--- src/rtl/sram_pipe_pkg.sv ---
package sram_pipe_pkg;

  typedef enum logic [1:0] {
    OP_NONE = 2'd0,
    OP_RD   = 2'd1,
    OP_WR   = 2'd2
  } op_e;

  // Device responds only to the one select combination
  function automatic logic chip_selected(input logic sel_a_n, input logic sel_b,
                                         input logic sel_c_n);
    return !sel_a_n && sel_b && !sel_c_n;
  endfunction

  function automatic op_e decode_op(input logic sel, input logic wr_n);
    if (!sel)      return OP_NONE;
    else if (wr_n) return OP_RD;
    else           return OP_WR;
  endfunction

  // Same-edge forwarding test for one lane
  function automatic logic lane_forward(input logic lane_we, input logic addr_eq);
    return lane_we && addr_eq;
  endfunction

endpackage

--- src/rtl/sram_cmd_decode.sv ---
module sram_cmd_decode
  import sram_pipe_pkg::*;
#(
  parameter int LANES = 2
) (
  input  logic             sel_a_n,
  input  logic             sel_b,
  input  logic             sel_c_n,
  input  logic             wr_n,
  input  logic [LANES-1:0] lane_wr_n,
  output op_e              cmd_op,
  output logic [LANES-1:0] cmd_be
);

  logic sel;

  always_comb begin
    sel    = chip_selected(sel_a_n, sel_b, sel_c_n);
    cmd_op = decode_op(sel, wr_n);
    cmd_be = (cmd_op == OP_WR) ? ~lane_wr_n : '0;
  end

endmodule

--- src/rtl/sram_cmd_pipe.sv ---
module sram_cmd_pipe
  import sram_pipe_pkg::*;
#(
  parameter int ADDR_W = 6,
  parameter int LANES  = 2,
  parameter int STAGES = 3
) (
  input  logic              clk,
  input  logic              rst_n,
  input  logic              adv,
  input  op_e               in_op,
  input  logic [ADDR_W-1:0] in_addr,
  input  logic [LANES-1:0]  in_be,
  output op_e               st_op   [STAGES],
  output logic [ADDR_W-1:0] st_addr [STAGES],
  output logic [LANES-1:0]  st_be   [STAGES]
);

  localparam int LAST = STAGES - 1;

  always_ff @(posedge clk) begin
    if (!rst_n) begin
      for (int s = 0; s < STAGES; s++) begin
        st_op[s]   <= OP_NONE;
        st_addr[s] <= '0;
        st_be[s]   <= '0;
      end
    end else if (adv) begin
      st_op[0]   <= in_op;
      st_addr[0] <= in_addr;
      st_be[0]   <= in_be;
      for (int s = 1; s < STAGES; s++) begin
        st_op[s]   <= st_op[s-1];
        st_addr[s] <= st_addr[s-1];
        st_be[s]   <= st_be[s-1];
      end
    end
  end

  AST_PIPE_STALL_HOLD: assert property (@(posedge clk) disable iff (!rst_n)
    !adv |=> $stable(st_op[LAST]) && $stable(st_addr[LAST]));

  AST_PIPE_SHIFT: assert property (@(posedge clk) disable iff (!rst_n)
    adv |=> st_op[LAST] == $past(st_op[LAST-1]));

endmodule

--- src/rtl/sram_byte_array.sv ---
module sram_byte_array
  import sram_pipe_pkg::*;
#(
  parameter int ADDR_W = 6,
  parameter int LANES  = 2
) (
  input  logic               clk,
  input  logic               wr_en,
  input  logic [ADDR_W-1:0]  wr_addr,
  input  logic [LANES-1:0]   wr_be,
  input  logic [8*LANES-1:0] wr_data,
  input  logic [LANES-1:0]   wr_par,
  input  logic [ADDR_W-1:0]  rd_addr,
  output logic [8*LANES-1:0] rd_data,
  output logic [LANES-1:0]   rd_par
);

  localparam int DEPTH = 1 << ADDR_W;

  logic addr_eq;
  assign addr_eq = (wr_addr == rd_addr);

  for (genvar b = 0; b < LANES; b++) begin : g_lane
    logic [8:0] lane_q [DEPTH];
    logic       lane_we;
    logic       fwd;
    logic [8:0] wr_word;

    assign lane_we = wr_en && wr_be[b];
    assign fwd     = lane_forward(lane_we, addr_eq);
    assign wr_word = {wr_par[b], wr_data[8*b +: 8]};

    always_ff @(posedge clk) begin
      if (lane_we) lane_q[wr_addr] <= wr_word;
    end

    assign {rd_par[b], rd_data[8*b +: 8]} = fwd ? wr_word : lane_q[rd_addr];
  end

endmodule

--- src/rtl/sram_bus_drive.sv ---
module sram_bus_drive
  import sram_pipe_pkg::*;
#(
  parameter int LANES = 2
) (
  input  logic               clk,
  input  logic               rst_n,
  input  logic               adv,
  input  logic               load_rd,
  input  logic [8*LANES-1:0] rd_data,
  input  logic [LANES-1:0]   rd_par,
  input  op_e                phase_op,
  input  logic               out_en_n,
  output logic [8*LANES-1:0] dout,
  output logic [LANES-1:0]   dout_par,
  output logic               drive
);

  logic phase_rd;
  logic load_edge;

  assign phase_rd  = (phase_op == OP_RD);
  assign load_edge = adv && load_rd;

  always_ff @(posedge clk) begin
    if (!rst_n) begin
      dout     <= '0;
      dout_par <= '0;
    end else if (load_edge) begin
      dout     <= rd_data;
      dout_par <= rd_par;
    end
  end

  assign drive = phase_rd && !out_en_n;

  AST_STALL_HOLD_DATA: assert property (@(posedge clk) disable iff (!rst_n)
    !adv |=> $stable({dout_par, dout}));

endmodule

--- src/rtl/sram_pipe_ctl.sv ---
module sram_pipe_ctl
  import sram_pipe_pkg::*;
#(
  parameter int ADDR_W = 6,
  parameter int LANES  = 2
) (
  input  logic               clk,
  input  logic               rst_n,
  input  logic               clk_en_n,
  input  logic               sel_a_n,
  input  logic               sel_b,
  input  logic               sel_c_n,
  input  logic               wr_n,
  input  logic [LANES-1:0]   lane_wr_n,
  input  logic [ADDR_W-1:0]  addr,
  input  logic               out_en_n,
  input  logic [8*LANES-1:0] wdata,
  input  logic [LANES-1:0]   wpar,
  output logic [8*LANES-1:0] rdata,
  output logic [LANES-1:0]   rpar,
  output logic               bus_drive
);

  localparam int STAGES = 3;
  localparam int LAST   = STAGES - 1;
  localparam int LOAD   = STAGES - 2;

  // Named internal events
  logic               adv;
  logic               sel_in;
  logic               wr_commit;
  logic               rd_load;
  op_e                dec_op;
  logic [LANES-1:0]   dec_be;
  op_e                st_op   [STAGES];
  logic [ADDR_W-1:0]  st_addr [STAGES];
  logic [LANES-1:0]   st_be   [STAGES];
  logic [8*LANES-1:0] arr_data;
  logic [LANES-1:0]   arr_par;

  assign adv       = !clk_en_n;
  assign sel_in    = chip_selected(sel_a_n, sel_b, sel_c_n);
  assign wr_commit = adv && rst_n && (st_op[LAST] == OP_WR);
  assign rd_load   = (st_op[LOAD] == OP_RD);

  sram_cmd_decode #(.LANES(LANES)) u_decode (
    .sel_a_n   (sel_a_n),
    .sel_b     (sel_b),
    .sel_c_n   (sel_c_n),
    .wr_n      (wr_n),
    .lane_wr_n (lane_wr_n),
    .cmd_op    (dec_op),
    .cmd_be    (dec_be)
  );

  sram_cmd_pipe #(.ADDR_W(ADDR_W), .LANES(LANES), .STAGES(STAGES)) u_pipe (
    .clk     (clk),
    .rst_n   (rst_n),
    .adv     (adv),
    .in_op   (dec_op),
    .in_addr (addr),
    .in_be   (dec_be),
    .st_op   (st_op),
    .st_addr (st_addr),
    .st_be   (st_be)
  );

  sram_byte_array #(.ADDR_W(ADDR_W), .LANES(LANES)) u_array (
    .clk     (clk),
    .wr_en   (wr_commit),
    .wr_addr (st_addr[LAST]),
    .wr_be   (st_be[LAST]),
    .wr_data (wdata),
    .wr_par  (wpar),
    .rd_addr (st_addr[LOAD]),
    .rd_data (arr_data),
    .rd_par  (arr_par)
  );

  sram_bus_drive #(.LANES(LANES)) u_drive (
    .clk      (clk),
    .rst_n    (rst_n),
    .adv      (adv),
    .load_rd  (rd_load),
    .rd_data  (arr_data),
    .rd_par   (arr_par),
    .phase_op (st_op[LAST]),
    .out_en_n (out_en_n),
    .dout     (rdata),
    .dout_par (rpar),
    .drive    (bus_drive)
  );

  AST_DESELECT_ENTERS_EMPTY: assert property (@(posedge clk) disable iff (!rst_n)
    (adv && !sel_in) |=> st_op[0] == OP_NONE);

  AST_OE_HIGH_FLOAT: assert property (@(posedge clk) disable iff (!rst_n)
    out_en_n |-> !bus_drive);

  AST_WRITE_PHASE_FLOAT: assert property (@(posedge clk) disable iff (!rst_n)
    (st_op[LAST] == OP_WR) |-> !bus_drive);

  AST_DESELECT_PHASE_FLOAT: assert property (@(posedge clk) disable iff (!rst_n)
    (st_op[LAST] == OP_NONE) |-> !bus_drive);

endmodule

--- config.mk ---
export PLATFORM = sky130hd
export DESIGN_NAME = sram_pipe_ctl
export DESIGN_NICKNAME = d
export VERILOG_FILES = /design/src/rtl/sram_pipe_pkg.sv /design/src/rtl/sram_cmd_decode.sv /design/src/rtl/sram_cmd_pipe.sv /design/src/rtl/sram_byte_array.sv /design/src/rtl/sram_bus_drive.sv /design/src/rtl/sram_pipe_ctl.sv
export SDC_FILE = /design/constraint.sdc
export NUM_CORES = 1
export LEC_CHECK = 0
export ABC_AREA = 1
export BUFFER_PORTS_ARGS = -buffer_cell sky130_fd_sc_hd__buf_2
export CAP_MARGIN = 30
export CORE_MARGIN = 3
export CORE_UTILIZATION = 30
export CTS_BUF_LIST = sky130_fd_sc_hd__clkbuf_8
export DETAILED_ROUTE_END_ITERATION = 8
export RECOVER_POWER = 50
export SLEW_MARGIN = 20
export SYNTH_ARGS = -nofsm -noshare
export SYNTH_HDL_FRONTEND = slang
export SYNTH_SLANG_ARGS = --single-unit
export TNS_END_PERCENT = 1
--- constraint.sdc ---
create_clock -name clk -period 2.5 [get_ports clk]
set_input_delay 0.375 -clock clk [delete_from_list [all_inputs] [get_ports clk]]
set_output_delay 0.375 -clock clk [all_outputs]
set_load 0.03 [all_outputs]
* Word-level counts from Yosys, hierarchy flattened *
Memory sizes are Yosys's and may differ from the RTL's. A register that Yosys moved wholly into a read port is not among the register bits.
Cells that the tools add are included.

storage, ports and cells
  register bits = 30
  memory bits (writable) = 1152
  input bits = 34
  output and inout bits = 19
  logic and storage cells = 37
  memories kept = 2

memory list
  name                      words  bits a word  rd ports  clocked after Yosys merged registers in  wr ports  RTL line               text
  u_array.g_lane[0].lane_q  64     9            1         1                                        1         sram_byte_array.sv:24  logic [8:0] lane_q [DEPTH];
  u_array.g_lane[1].lane_q  64     9            1         1                                        1         sram_byte_array.sv:24

cells by class
  equal/unequal tests = 4
  mux-type cells = 7
  bitwise logic cells = 1
  reductions and logical operators = 14

operator list
  kind                                                 number
  logical AND 1 bit                                    8
  zero test 1 bit                                      6
  two-way mux 2 bit                                    3
  equality test 2 x 1 -> 1 bit, second input constant  2
  equality test 2 bit, second input constant           2
  two-way mux 1 bit                                    4
  inverter 2 bit                                       1

* Depth between registers and ports, before layout *
Gate-level depths: netlist of the first run.

  word-level depth = 6
  gate-level depth with buffers = 14
  gate-level depth less buffers = 11

* Cells and area by module *
A second synthesis of the first run with hierarchy kept.

unflattened totals
  cells, all modules = 4352
  area, all modules = 49149.6 um2

modules (own cells, without submodules)
  module           instances  cells an instance  area each (um2)
  sram_byte_array  1          4030               47062.6
  sram_cmd_pipe    1          190                1255.0
  sram_bus_drive   1          115                754.5
  sram_cmd_decode  1          10                 46.3
  sram_pipe_ctl    1          7                  31.3

* Worst setup path after synthesis of the first run *
OpenSTA, ideal clock, no wires.

  kind = input-to-reg
  from = input port rst_n
  to = memory u_array.g_lane[0].lane_q[26][0], enable pin
  arrival time = 1674 ps
  slack = 452 ps
  stages on the path = 7
  path buffers = 3
  cells stage by stage = buf_2 -> nand2_1 -> nor3_1 -> nand2_1 -> clkbuf_1 -> buf_1 -> nor2_1

on the way
  longest elaborated chain between the ends = 5

RTL lines
  what                                     RTL line               text
  from (decl)                              sram_pipe_ctl.sv:8     input logic rst_n,
  logical AND 1 bit (2 in a row)           sram_pipe_ctl.sv:43    assign wr_commit = adv && rst_n && (st_op[LAST] == OP_WR);
  logical AND 1 bit                        sram_byte_array.sv:29  assign lane_we = wr_en && wr_be[b];
  two-way mux 1 bit                        sram_byte_array.sv:34  if (lane_we) lane_q[wr_addr] <= wr_word;
  two-way mux 1 bit (not written as such)  sram_byte_array.sv:34
  to (decl)                                sram_byte_array.sv:24

Every way passes these cells.

* Worst setup path in the final report of the first run *
  from = input port wdata[9]
  to = memory u_array.g_lane[1].lane_q[5][1], data pin

RTL lines
  what         RTL line               text
  from (decl)  sram_pipe_ctl.sv:17    input logic [8*LANES-1:0] wdata,
  to (decl)    sram_byte_array.sv:24

Straight into the memory's write port.

==> results of run 1 <==
-- tightest hold or removal path, cell delays in order --
cell           delay, ns
dlygate4sd3_1       0.52
buf_2               0.09
o21ai_0             0.08
nor2_1              0.08
-- logic make-up (layout without fill, tap and decap cells) --
logic type	Yosys count	count (layout)	share of synthesized area (%)
compound gates	79	79	0.807
xor+xnor	2	2	0.0358
buf+inv	295	720	2.89
flops	1200	1200	72.6
other cells	0	4	0
simple gates	2728	2728	23.7
-- flip-flops by register name, summed over array words and instances, names as in the netlist --
name / cells
u_pipe.st_addr: 18
u_drive.dout_par: 2
u_drive.dout: 16
u_array.g_lane.lane_q: 1152
u_pipe.st_be: 6
u_pipe.st_op: 6
-- cell type report --
type | instances | share of cell area, %
sequential | 1200 | 62.6
multi-input combinational | 2809 | 21.2
timing repair buffer | 356 | 5.21
clock buffer | 203 | 4.92
tap | 2160 | 4.76
clock inverter | 146 | 1.22
inverter | 15 | 0.134
antenna | 4 | 0.0176
-- power by group --
group | internal (µW) | switching [µW] | total [µW]
registers | 22100 | 79.8 | 22100
logic | 859 | 2250 | 3110
clock network | 7640 | 7800 | 15400
total | 30600 | 10100 | 40700
-- routing by layer --
layer	share of wire, %	wire (µm)	vias up
met5	0.0097	13	-
met4	2.7	3660	2
met3	7.4	9930	250
met2	45	60200	1273
met1	45	60700	16200
li1	-	-	15600
-- worst max-delay path by stage --
| stage | startpoint | to | slack, ns | depth (start not counted) |
|---|---|---|---|---|
| after floorplan | rst_n | u_array.g_lane[0].lane_q[26][0]$_DFFE_PP_ | 0.45 | 7 |
| after global placement | rst_n | u_array.g_lane[1].lane_q[11][3]$_DFFE_PP_ | -0.17 | 7 |
| after detailed placement | clk_en_n | u_array.g_lane[1].lane_q[3][6]$_DFFE_PP_ | -0.18 | 6 |
| after CTS | u_pipe.st_addr[6]$_SDFFE_PN0N_ | u_drive.dout[6]$_SDFFE_PN0P_ | 0.14 | 13 |
| after global routing | u_pipe.st_addr[6]$_SDFFE_PN0N_ | u_drive.dout[9]$_SDFFE_PN0P_ | -0.01 | 13 |
| final | wdata[9] | u_array.g_lane[1].lane_q[5][1]$_DFFE_PP_ | 0.09 | 3 |
-- synthesized netlist by cell type, drive strengths merged, types with 2 or more instances --
library cell / number
o21ai: 43
nand3b: 3
or2: 20
dfxtp: 48
nor3: 18
xor2: 2
nor2: 155
nand3: 992
clkbuf: 71
inv: 14
a21oi: 36
buf: 209
nand2: 1537
edfxtp: 1152
-- timing repair --
item,4_1_cts,5_1_grt
hold buffers,34,0
setup endpoints to repair,284,3
resized for setup,1,1
hold endpoints to repair,212,0
-- through the flow --
step / power (µW) / util [%] / std cells / TNS [ns]
global placement: 25600 / 33.0 / 6506 / -86.96
floorplan: 24200 / - / 4304 / 0
global route: 42200 / 35.2 / 6891 / -0.0112
detailed placement: 25700 / 33.0 / 6506 / -80.78
CTS: 41100 / 35.4 / 6889 / 0
finish: 40700 / 35.2 / 6893 / 0
==> flow_metrics.env, run 1 <==
export IMPL_synth_seq_area_share_pct=72.6
export IMPL_crit_family="buffers and inverters"
export IMPL_grtUsageMet3_pct=2.81
export IMPL_drive_gt1_share_pct=11.4
export IMPL_netlist_area_um2=49000
export IMPL_status="finished, violations left"
export IMPL_wirelength_mm=135
export IMPL_cp_num_buf_inv=3
export IMPL_dp_slack_ns=-0.183
export IMPL_post_route_drc_count=0
export IMPL_cp_required_ns=3.01
export IMPL_rr_worst_depth=13
export IMPL_yosys_warnings=0
export IMPL_path_clk_slew_ns=0.06
export IMPL_avgSynthCellArea_um2=11.4
export IMPL_hold_viol=0
export IMPL_yosys_area_top_type="edfxtp_1"
export IMPL_cts_root_buffer="clkbuf_8"
export IMPL_portBuffers=52
export IMPL_slowest_stage="dlymetal6s4s_1"
export IMPL_first_iter_violations=3593
export IMPL_first_pass_iters=6
export IMPL_clock_latency_ns=0.88
export IMPL_hp_class="input pin to flop"
export IMPL_io_pins=53
export IMPL_fmax_ghz=0.415
export IMPL_cts_buffer_depth=3
export IMPL_fin_nets=4608
export IMPL_synth_distinct_cells=24
export IMPL_grt_max_degree=110
export IMPL_power_density_nw_per_um2=716
export IMPL_setup_worst_path_class="input pin to flop"
export IMPL_timing_hold_ws_ns=0.298
export IMPL_reg2reg_from="u_pipe.st_addr[6]$_SDFFE_PN0N_"
export IMPL_clkSinkCount=1200
export IMPL_fin_crit_sh_pct=96.3
export IMPL_hold_depth=4
export IMPL_setup_slack_ns=0.0918
export IMPL_rrSetupSlack_ns=0.16
export IMPL_crit_path_end_kind="flop"
export IMPL_grt_pass1_vias=31900
export IMPL_rr_endpoint="u_drive.dout[6]$_SDFFE_PN0P_"
export IMPL_die_area_um2=168000
export IMPL_ctsHtreeMaxLevel=4
export IMPL_synth_flop_cell="edfxtp_1"
export IMPL_layout_commonest_cell="nand2_1"
export IMPL_cts_buffers_inserted=192
export IMPL_worst_slew_pin_slew_ns=1.99
export IMPL_via_per_inst=4.85
export IMPL_postSynth_asyncResetShare_pct=0
export IMPL_avgRoutedWirePerCell_um=19.5
export IMPL_peakVddDrop_v=0.000444
export IMPL_rows=147
export IMPL_place_area_um2=53200
export IMPL_core_area_um2=161000
export IMPL_busiest_layer="met2"
export IMPL_netlist_instances=4304
export IMPL_antenna_found_initial=8
export IMPL_period_minus_slack_ns=2.41
export IMPL_crit_chain="dlygate4sd3_1 > clkbuf_1 > dlymetal6s4s_1"
export IMPL_cpPeakStageDelay_ns=1.07
export IMPL_yosys_register_bits=1200
export IMPL_cp_max_fo=28
export IMPL_synthToLayoutAreaGrowth_pct=16.0
export IMPL_layout_common_cells="1,535 x nand2_1, 1,152 x edfxtp_1, 992 x nand3_1"
export IMPL_grt_use_met1_pct=22.3
export IMPL_register_area_um2=35600
export IMPL_multi_input_area_um2=12000
export IMPL_violations="capacitance limit, slew limit"
export IMPL_die_w_um=410
export IMPL_critPathArrivalTime_ns=2.91
export IMPL_initial_core_util_pct=30.4
export IMPL_grt_use_total_pct=15.6
export IMPL_finalWeightedCongestion=0.868
export IMPL_fin_area_um2=56800
export IMPL_rsz0062_at_grt="yes"
export IMPL_setup_violations=0
export IMPL_power_leakage_uw=0.0204
export IMPL_synthesis_nets=4338
export IMPL_hpwl_mm=83.2
export IMPL_fp_dieH_um=410
export IMPL_drv_cap=9
export IMPL_start_kind="input pin"
export IMPL_hold_path_end="u_pipe.st_addr[12]$_SDFFE_PN0N_"
export IMPL_synth_area_leaders="edfxtp_1 71%, nand2_1 12%, nand3_1 10%"
export IMPL_min_from="addr[0]"
export IMPL_antenna_left=0
export IMPL_synth_edff_count=1152
export IMPL_met2_usage_pct=23.9
export IMPL_via_count=33400
export IMPL_grt_pass1_wl_mm=202
export IMPL_report_final_slew_viol_count=262
export IMPL_cts_tree="yes"
export IMPL_finalClockSkew_ns=0.0503
export IMPL_fill_cells=15900
export IMPL_synth_top_area_share_pct=70.6
export IMPL_grt_remaining_overflow=0
export IMPL_post_cts_buffers=0
export IMPL_max_slew_margin_pct=-32.6
No activity file was read; power rests on OpenSTA's default activity.
==> run 2, diff against run 1 <==
--- a/config.mk
+++ b/config.mk
@@ -13,6 +13,7 @@
 export CTS_BUF_LIST = sky130_fd_sc_hd__clkbuf_8
 export DETAILED_ROUTE_END_ITERATION = 8
 export RECOVER_POWER = 50
+export SETUP_SLACK_MARGIN = 0.15
 export SLEW_MARGIN = 20
 export SYNTH_ARGS = -nofsm -noshare
 export SYNTH_HDL_FRONTEND = slang
==> flow_metrics.env, run 2 (synthesis results as in run 1) <==
export IMPL_regMostFlops="u_array.g_lane.lane_q"
export IMPL_grt_max_degree=110
export IMPL_fin_crit_sh_pct=94.2
export IMPL_portBuffers=52
export IMPL_fin_nets=4616
export IMPL_setup_violations=0
export IMPL_max_slew_margin_pct=-28.8
export IMPL_rr_endpoint="u_array.g_lane[0].lane_q[33][1]$_DFFE_PP_"
export IMPL_peakVddDrop_v=0.000419
export IMPL_core_area_um2=161000
export IMPL_power_density_nw_per_um2=715
export IMPL_cts_buffer_depth=3
export IMPL_post_route_drc_count=0
export IMPL_reg2reg_from="u_pipe.st_op[1]$_SDFFE_PN0N_"
export IMPL_grt_use_total_pct=15.6
export IMPL_finalClockSkew_ns=0.0552
export IMPL_critPathArrivalTime_ns=2.86
export IMPL_clock_latency_ns=0.89
export IMPL_fill_cells=15900
export IMPL_cts_buffers_inserted=192
export IMPL_violations="capacitance limit, slew limit"
export IMPL_start_kind="input pin"
export IMPL_register_area_um2=35600
export IMPL_hold_viol=0
export IMPL_rr_worst_depth=6
export IMPL_rows=147
export IMPL_worst_slew_pin_slew_ns=1.93
export IMPL_status="finished, violations left"
export IMPL_grt_remaining_overflow=0
export IMPL_power_leakage_uw=0.0205
export IMPL_p_total_uw=40700
export IMPL_setup_worst_path_class="input pin to flop"
export IMPL_path_clk_slew_ns=0.06
export IMPL_fp_dieH_um=410
export IMPL_hp_class="input pin to flop"
export IMPL_via_count=33300
export IMPL_synthToLayoutAreaGrowth_pct=16.4
export IMPL_antenna_found_initial=7
export IMPL_rrSetupSlack_ns=0.21
export IMPL_cp_required_ns=3.01
export IMPL_initial_core_util_pct=30.4
export IMPL_ctsHtreeMaxLevel=4
export IMPL_antenna_left=0
export IMPL_period_minus_slack_ns=2.36
export IMPL_first_pass_iters=6
export IMPL_finalWeightedCongestion=0.868
export IMPL_largest_reg_flops=1152
export IMPL_hold_depth=4
export IMPL_hpwl_mm=83.2
export IMPL_cts_tree="yes"
export IMPL_drv_cap=8
export IMPL_crit_path_end_kind="flop"
export IMPL_layout_common_cells="1,536 x nand2_1, 1,152 x edfxtp_1, 992 x nand3_1"
export IMPL_hold_path_end="u_pipe.st_addr[12]$_SDFFE_PN0N_"
export IMPL_final_cells=6901
export IMPL_layout_commonest_cell="nand2_1"
export IMPL_placedCellCount=6506
export IMPL_wirelength_mm=135
export IMPL_grt_pass1_vias=31900
export IMPL_grt_pass1_wl_mm=202
export IMPL_first_iter_violations=3632
export IMPL_cp_max_fo=28
export IMPL_die_w_um=410
export IMPL_multi_input_area_um2=12000
export IMPL_fmax_ghz=0.425
export IMPL_clkSinkCount=1200
export IMPL_rsz0062_at_grt="no"
export IMPL_avgRoutedWirePerCell_um=19.6
export IMPL_cts_root_buffer="clkbuf_8"
export IMPL_io_pins=53
export IMPL_via_per_inst=4.83
export IMPL_report_final_slew_viol_count=240
export IMPL_drive_gt1_share_pct=11.7
export IMPL_die_area_um2=168000
export IMPL_min_from="addr[0]"
export IMPL_top_regs="u_array.g_lane.lane_q: 1152 flops, u_pipe.st_addr: 18 flops, u_drive.dout: 16 flops"
==> run 2: report_power, final <==
part           switching [µW]  internal (µW)  total [µW]
registers                74.2          22100       22100
logic                    2270            889        3160
clock network            7800           7640       15400
total                   10100          30600       40700
==> run 2: what timing repair did <==
item	4_1_cts	5_1_grt
resized for setup	1	13
pin swaps	0	0
setup endpoints to repair	653	483
hold buffers	34	0
endpoints found under the hold margin	212	0
setup buffers	0	7
gates cloned	0	1
==> run 2: how the worst max path moves through the flow <==
stage | slack (ns) | cells past startpoint | end | from
3_3_place_gp | -0.17 | 7 | u_array.g_lane[1].lane_q[11][3]$_DFFE_PP_ | rst_n
5_1_grt | 0.08 | 6 | u_array.g_lane[0].lane_q[25][7]$_DFFE_PP_ | u_pipe.st_op[1]$_SDFFE_PN0N_
3_5_place_dp | -0.18 | 6 | u_array.g_lane[1].lane_q[3][6]$_DFFE_PP_ | clk_en_n
6_report | 0.14 | 3 | u_array.g_lane[1].lane_q[5][1]$_DFFE_PP_ | wdata[9]
2_1_floorplan | 0.45 | 7 | u_array.g_lane[0].lane_q[26][0]$_DFFE_PP_ | rst_n
4_1_cts | 0.14 | 13 | u_drive.dout[6]$_SDFFE_PN0P_ | u_pipe.st_addr[6]$_SDFFE_PN0N_
==> run 2: per-stage QoR <==
stage / hold slack [ns] / worst slack [ns] / TNS [ns] / cell area, µm² / utilization [%]
after global routing: 0.290 / 0.0795 / 0 / 57000 / 35.3
after floorplan: 0.433 / 0.452 / 0 / 49000 / -
after global placement: 0.441 / -0.171 / -86.96 / 53200 / 33.0
after detailed placement: 0.446 / -0.183 / -80.78 / 53200 / 33.0
after CTS: 0.0116 / 0.143 / 0 / 57100 / 35.4
final: 0.292 / 0.144 / 0 / 57000 / 35.3
==> run 2: critical path, stage by stage <==
cell and delay, ns:
dlygate4sd3_1 0.56, clkbuf_1 0.86, dlymetal6s2s_1 1.01
==> run 2: final cells by class <==
type                       count  area share [%]
tap                         2160            4.74
multi-input combinational   2809            21.1
sequential                  1200            62.4
clock inverter               146            1.22
antenna                        4          0.0176
timing repair buffer         364            5.45
inverter                      15           0.167
clock buffer                 203            4.90
==> run 2: layer usage <==
layer	part of all wire (%)	track usage (%)
met5	0	0
met3	7.8	2.81
met4	2.4	5.48
met1	45	22.3
met2	45	23.9
